File: src/rtl/i2c_trig_pkg.sv
package i2c_trig_pkg;
   // Line events derived from one accepted sample
   typedef struct packed {
      logic start;   // data falls, clock held high
      logic stop;    // data rises, clock held high
      logic rise;    // clock rising edge
      logic sda;     // data level in this sample
   } line_ev_t;
endpackage

File: src/rtl/i2c_line_sel.sv
module i2c_line_sel
   import i2c_trig_pkg::*;
#(
   parameter int CHANNELS = 16,
   localparam int SEL_W = $clog2(CHANNELS)
)(
   input  logic                clk,
   input  logic                rst_n,
   input  logic                smp_valid,
   input  logic [CHANNELS-1:0] smp_data,
   input  logic [SEL_W-1:0]    sda_sel,
   input  logic [SEL_W-1:0]    scl_sel,
   output line_ev_t            ev
);
   logic cur_sda, cur_scl;
   logic prev_sda, prev_scl, have_prev;

   generate
      if ((1 << SEL_W) == CHANNELS) begin : g_pow2
         assign cur_sda = smp_data[sda_sel];
         assign cur_scl = smp_data[scl_sel];
      end else begin : g_guard
         assign cur_sda = (32'(sda_sel) < CHANNELS) ? smp_data[sda_sel] : 1'b0;
         assign cur_scl = (32'(scl_sel) < CHANNELS) ? smp_data[scl_sel] : 1'b0;
      end
   endgenerate

   always_ff @(posedge clk) begin
      if (!rst_n) begin
         prev_sda  <= 1'b0;
         prev_scl  <= 1'b0;
         have_prev <= 1'b0;
      end else if (smp_valid) begin
         prev_sda  <= cur_sda;
         prev_scl  <= cur_scl;
         have_prev <= 1'b1;
      end
   end

   logic acc, scl_hold;
   assign acc      = smp_valid & have_prev;
   assign scl_hold = prev_scl & cur_scl;

   always_comb begin
      ev.start = acc & scl_hold & prev_sda & ~cur_sda;
      ev.stop  = acc & scl_hold & ~prev_sda & cur_sda;
      ev.rise  = acc & ~prev_scl & cur_scl;
      ev.sda   = cur_sda;
   end
endmodule

File: src/rtl/i2c_frame_rx.sv
module i2c_frame_rx
   import i2c_trig_pkg::*;
#(
   parameter int DATA_W = 8,
   localparam int CNT_W = $clog2(DATA_W + 1)
)(
   input  logic              clk,
   input  logic              rst_n,
   input  line_ev_t          ev,
   output logic              start_flag,
   output logic              stop_flag,
   output logic              byte_rdy,
   output logic [DATA_W-1:0] byte_out,
   output logic              byte_first,
   output logic              ack_rdy,
   output logic              ack_nack
);
   logic              in_frame, first;
   logic [CNT_W-1:0]  bit_cnt;
   logic [DATA_W-1:0] shreg;
   logic [DATA_W-1:0] shifted;

   assign shifted = {shreg[DATA_W-2:0], ev.sda};

   always_ff @(posedge clk) begin
      if (!rst_n) begin
         start_flag <= 1'b0;
         stop_flag  <= 1'b0;
         byte_rdy   <= 1'b0;
         byte_out   <= '0;
         byte_first <= 1'b0;
         ack_rdy    <= 1'b0;
         ack_nack   <= 1'b0;
         in_frame   <= 1'b0;
         first      <= 1'b0;
         bit_cnt    <= '0;
         shreg      <= '0;
      end else begin
         start_flag <= ev.start;
         stop_flag  <= ev.stop;
         byte_rdy   <= 1'b0;
         ack_rdy    <= 1'b0;
         if (ev.start) begin
            in_frame <= 1'b1;
            first    <= 1'b1;
            bit_cnt  <= '0;
            shreg    <= '0;
         end else if (ev.stop) begin
            in_frame <= 1'b0;
            first    <= 1'b0;
            bit_cnt  <= '0;
            shreg    <= '0;
         end else if (ev.rise && in_frame) begin
            if (bit_cnt == CNT_W'(DATA_W)) begin
               ack_rdy  <= 1'b1;
               ack_nack <= ev.sda;
               bit_cnt  <= '0;
               first    <= 1'b0;
            end else begin
               shreg   <= shifted;
               bit_cnt <= bit_cnt + CNT_W'(1);
               if (bit_cnt == CNT_W'(DATA_W - 1)) begin
                  byte_rdy   <= 1'b1;
                  byte_out   <= shifted;
                  byte_first <= first;
               end
            end
         end
      end
   end
endmodule

File: src/rtl/i2c_match.sv
module i2c_match #(
   parameter int DATA_W    = 8,
   parameter int PULSE_CYC = 6,
   localparam int CW = $clog2(PULSE_CYC + 1)
)(
   input  logic              clk,
   input  logic              rst_n,
   input  logic              byte_rdy,
   input  logic              byte_first,
   input  logic [DATA_W-1:0] byte_in,
   input  logic              ack_rdy,
   input  logic              ack_nack,
   input  logic              frame_reset,
   input  logic [DATA_W-1:0] match_val,
   input  logic [DATA_W-1:0] match_mask,
   input  logic              need_ack,
   output logic              trig,
   output logic              trig_out
);
   logic hit, pend;
   assign hit = ((byte_in ^ match_val) & match_mask) == '0;

   always_ff @(posedge clk) begin
      if (!rst_n) begin
         trig <= 1'b0;
         pend <= 1'b0;
      end else begin
         trig <= 1'b0;
         if (byte_rdy && byte_first) begin
            if (need_ack) pend <= hit;
            else          trig <= hit;
         end
         if (ack_rdy) begin
            if (pend && !ack_nack) trig <= 1'b1;
            pend <= 1'b0;
         end
         if (frame_reset) pend <= 1'b0;
      end
   end

   generate
      if (PULSE_CYC == 1) begin : g_single
         always_ff @(posedge clk) begin
            if (!rst_n) trig_out <= 1'b0;
            else        trig_out <= trig;
         end
      end else begin : g_stretch
         logic [CW-1:0] cnt;
         always_ff @(posedge clk) begin
            if (!rst_n)          cnt <= '0;
            else if (trig)       cnt <= CW'(PULSE_CYC);
            else if (cnt != '0)  cnt <= cnt - CW'(1);
         end
         assign trig_out = (cnt != '0);
      end
   endgenerate
endmodule

File: src/rtl/i2c_proto_trig.sv
module i2c_proto_trig
   import i2c_trig_pkg::*;
#(
   parameter int CHANNELS  = 16,
   parameter int DATA_W    = 8,
   parameter int PULSE_CYC = 6
)(
   input  logic                         clk,
   input  logic                         rst_n,
   input  logic                         smp_valid,
   input  logic [CHANNELS-1:0]          smp_data,
   input  logic [$clog2(CHANNELS)-1:0]  sda_sel,
   input  logic [$clog2(CHANNELS)-1:0]  scl_sel,
   input  logic [DATA_W-1:0]            match_val,
   input  logic [DATA_W-1:0]            match_mask,
   input  logic                         need_ack,
   output logic                         start_flag,
   output logic                         stop_flag,
   output logic                         byte_rdy,
   output logic [DATA_W-1:0]            byte_out,
   output logic                         ack_rdy,
   output logic                         ack_nack,
   output logic                         trig,
   output logic                         trig_out
);
   generate
      if (CHANNELS < 2) begin : g_bad_ch
         $error("CHANNELS must be at least 2");
      end
      if (DATA_W < 2) begin : g_bad_dw
         $error("DATA_W must be at least 2");
      end
      if (PULSE_CYC < 1) begin : g_bad_pulse
         $error("PULSE_CYC must be at least 1");
      end
   endgenerate

   line_ev_t ev;
   logic     byte_first;

   i2c_line_sel #(.CHANNELS(CHANNELS)) u_sel (
      .clk(clk), .rst_n(rst_n), .smp_valid(smp_valid), .smp_data(smp_data),
      .sda_sel(sda_sel), .scl_sel(scl_sel), .ev(ev)
   );

   i2c_frame_rx #(.DATA_W(DATA_W)) u_rx (
      .clk(clk), .rst_n(rst_n), .ev(ev),
      .start_flag(start_flag), .stop_flag(stop_flag),
      .byte_rdy(byte_rdy), .byte_out(byte_out), .byte_first(byte_first),
      .ack_rdy(ack_rdy), .ack_nack(ack_nack)
   );

   i2c_match #(.DATA_W(DATA_W), .PULSE_CYC(PULSE_CYC)) u_match (
      .clk(clk), .rst_n(rst_n), .byte_rdy(byte_rdy), .byte_first(byte_first),
      .byte_in(byte_out), .ack_rdy(ack_rdy), .ack_nack(ack_nack),
      .frame_reset(start_flag | stop_flag),
      .match_val(match_val), .match_mask(match_mask), .need_ack(need_ack),
      .trig(trig), .trig_out(trig_out)
   );
endmodule

File: config.mk
export PLATFORM = sky130hd
export DESIGN_NAME = i2c_proto_trig
export DESIGN_NICKNAME = d
export VERILOG_FILES = /design/src/rtl/i2c_trig_pkg.sv /design/src/rtl/i2c_line_sel.sv /design/src/rtl/i2c_frame_rx.sv /design/src/rtl/i2c_match.sv /design/src/rtl/i2c_proto_trig.sv
export SDC_FILE = /design/constraint.sdc
export NUM_CORES = 1
export LEC_CHECK = 0
export BUFFER_PORTS_ARGS = -buffer_cell sky130_fd_sc_hd__buf_4
export CORE_ASPECT_RATIO = 0.8
export CORE_MARGIN = 1
export CORE_UTILIZATION = 55
export CTS_CLUSTER_SIZE = 10
export DETAILED_ROUTE_END_ITERATION = 10
export GPL_ROUTABILITY_DRIVEN = 0
export PLACE_DENSITY_LB_ADDON = 0.1
export SYNTH_ARGS = -nofsm -noshare
export SYNTH_HDL_FRONTEND = slang
export SYNTH_SLANG_ARGS = --single-unit
File: constraint.sdc
create_clock -name clk -period 4.2 [get_ports clk]
set_clock_uncertainty 0.15 [all_clocks]
set_input_delay 0.42 -clock clk [delete_from_list [all_inputs] [get_ports clk]]
set_output_delay 0.42 -clock clk [all_outputs]
set_load 0.01 [all_outputs]
==> out/metrics.csv <==
stage,metric,value,unit
global_routing,initial antenna violation count,0,
critical_path,WP data required,4.20,ns
sta,Final period util,0.5395,
critical_path,crit path kind,input pin to flop,
critical_path,number of buffers and inverters on the critical path,1,
clock_network,clock sink count,35,
critical_path,CP max stage delay,0.52,ns
power_and_ir_drop,Cell Pwr Density,325.6,mW/mm²
yosys,synthesized net count,243,
sta,relative slew slack,0.6019,
clock_network,Post-CTS Hold Fix Bufs,0,
critical_path,CP cell instances,buf_4 > mux4_2 > mux2i_1 > mux2i_2 > xnor2_1 > o31ai_4 > nor2_1,
finish,share of cells above drive strength 1,0.3346,
clock_network,CTS clock-pin slew for the worst setup and hold paths,0.07,ns
floorplanning,initial core utilization,0.5950,
global_routing,largest net degree at the start of global routing,34,
critical_path,CP Capture Type,flop,
placement,Port-buffer cells,58,
finish,# fillers,238,
yosys,"EDFF count, synth",0,
placement,Placed Cells,286,
critical_path,peak fanout along the critical path,13,
global_routing,GRT Residual Overflow,0,
clock_network,# H-tree levels,2,
detailed_routing,Iter 0 DRT Violations,88,
yosys,Synth Register Bits,35,
yosys,Cell variety after synth,47,
placement,placed cell area,0.002340,mm²
clock_network,PostCTS Resize Cnt,0,
yosys,syn_area_per_cell,9.689,µm²
critical_path,critical path's top delay family,multiplexers,
placement,detailed placement HPWL,3.397,mm
yosys,post-synthesis adder-cell area fraction,0.02649,
clock_network,CTS tree,built,
global_routing,GRT Overall Usage,0.2720,
outcome,status,"complete, no violations",
finish,Area Growth Syn to Fin,29.14,%
sta,Period minus WS final,2.266,ns
finish,"commonest non-fill, non-tap cell in the layout",buf_4,
detailed_routing,Post-Route WL,4.459,mm
detailed_routing,vias after detailed routing,1630,
clock_network,Clock Path Buffers,2,
floorplanning,Die W,67.53,µm
floorplanning,Vert. Die Dim,54.42,µm
global_routing,vias in the first global route,1488,
power_and_ir_drop,VDD IR max,0.0002719,V
floorplanning,die area,0.003675,mm²
placement,dpl ws,1.637,ns
critical_path,Crit-path slowest cell,o31ai_4,
finish,antenna diode count,0,
yosys,most common flop cell mapped by yosys,dfxtp_1,
finish,NumNets Final,301,
finish,post-route insts no fill,294,
sta,Fin Setup TNS,0,ns
floorplanning,# rows,18,
finish,design area,0.002440,mm²
finish,most frequent cells in the layout,"buf_4 (58), dfxtp_1 (35), nor2_1 (17), mux2i_1 (17), nand2_1 (16)",
clock_network,CTS Buf Count,5,
yosys,post-synthesis compound-gate area fraction,0.1788,
min_path,worst min path class,input pin to flop,
yosys,Mapped Cells,195,
detailed_routing,First-pass DRT Iterations,4,
clock_network,# Post-CTS Setup Buffers,0,
global_routing,first-pass GRT wire length,7.141,mm
critical_path,CP Launch Type,input pin,
floorplanning,Core Box Area,0.003176,mm²
sta,setup ws final,1.934,ns
floorplanning,IO Pins,59,
detailed_routing,routed vias/inst,5.544,
sta,count of final setup violators,0,
detailed_routing,routed len/inst,15.17,µm
yosys,register area share after synthesis,0.3709,
clock_network,clock root buffer,clkbuf_8,
sta,RSZ-0062 raised after global routing,false,
critical_path,WP data arrival,2.27,ns
power_and_ir_drop,Pleak,1.031,nW
yosys,largest cells by area after synthesis,"dfxtp_1 (37%), mux2i_1 (9.0%), mux4_2 (6.0%)",
sta,Final Hold Viols,0,
yosys,main combinational cell family by area after synthesis,compound AO/OA/AOI/OAI gates,
job,Max-Cap Viols,0,
finish,register area,700.7,µm²
yosys,Synth warnings,0,
yosys,post-synthesis async set-or-reset flop share,0,
sta,Peak Freq,441.3,MHz
yosys,Yosys top cell area share,0.3709,
yosys,post-synthesis mux area share,0.1748,
yosys,XOR/XNOR Fraction of Synth Area,0.04636,
sta,Slew Limit Fails,0,
yosys,Post-Syn Area,0.001889,mm²
detailed_routing,remaining antenna violation count,0,
finish,Multi-input gate area,0.001127,mm²
yosys,simple-gate area share of the yosys netlist,0.1702,
detailed_routing,DRC Markers,0,
yosys,Yosys top cell by area,dfxtp_1,
clock_network,clock latency on the worst-skew pair,0.29,ns
sta,Tightest Pin Transition,0.5971,ns
==> state kept, by name (all words and copies together), names as in the netlist, 3 cells and up <==
register	count
u_rx.shreg	7
u_match.g_stretch.cnt	3
u_rx.bit_cnt	4
u_rx.byte_out	8
==> worst register-to-register path, delay by kind of cell, from the launching register on <==
kind,cells,cell delay [ns]
compound gates,1,0.36
fa+ha+maj,1,0.22
mux,1,0.22
simple gates,2,0.18
flops,1,0.36
buf+inv,1,0.09
==> final timing paths <==
kind	start	end	slack, ns	depth (start not counted)
setup reg to reg	u_rx.bit_cnt[0]$_SDFFE_PP0P_	u_rx.shreg[3]$_SDFFE_PP0P_	2.48	6
hold reg to reg	u_rx.stop_flag$_SDFF_PN0_	u_match.pend$_SDFFE_PP0P_	0.27	1
setup / recovery	sda_sel[0]	u_rx.ack_rdy$_SDFF_PP0_	1.93	7
hold / removal	smp_valid	u_sel.have_prev$_SDFFE_PN0P_	0.25	2
==> final cells by class <==
class | count | share of cell area
multi-input cells | 146 | 0.4621
flip-flops and latches | 35 | 0.2872
clock buffers | 8 | 0.04103
inverters | 7 | 0.01077
repair buffers | 58 | 0.1785
well taps | 40 | 0.02051
==> cells by family (layout without fill, tap and decap cells) <==
group	after synthesis	in the layout
buf+inv	14	73
mux	26	26
flops	35	35
fa+ha+maj	4	4
simple gates	64	64
xor+xnor	10	10
compound gates	42	42
==> metal layers <==
| metal | up-vias | wire [µm] | global-route usage |
|---|---|---|---|
| met5 | - | 0 | 0 |
| met4 | 0 | 65 | 0.07801 |
| met3 | 8 | 286 | 0.08125 |
| met2 | 46 | 1992 | 0.4158 |
| met1 | 752 | 2114 | 0.3694 |
| li1 | 824 | - | - |
==> cell usage after synthesis, drive strengths merged, types with 2 or more instances <==
cell type and n:
inv 7, o211ai 2, buf 3, nor2b 3, o21a 4, xor2 9
nand2 16, o32a 2, o21ai 14, clkbuf 4, o22ai 2, nor2 18
mux2i 18, a21oi 6, and4b 2, nand2b 2, mux2 3, ha 4
dfxtp 35, nand3 13, mux4 5, a22oi 5
==> report_power, final <==
group          total [W]  internal, W  switching, W
registers       0.000354     0.000345    0.00000876
clock network   0.000265     0.000149      0.000116
logic           0.000175    0.0000896     0.0000858
==> metrics by stage <==
stage          hold WS (ns)  total power, W    util
2_1_floorplan        0.2853       0.0004682       -
6_report             0.2506       0.0007945  0.7683
5_1_grt              0.2618       0.0008326  0.7683
3_3_place_gp         0.2625       0.0005310  0.7368
4_1_cts              0.2433       0.0007990  0.7683
3_5_place_dp         0.2629       0.0005362  0.7368
Note: power is estimated with default switching activity, not from simulation.
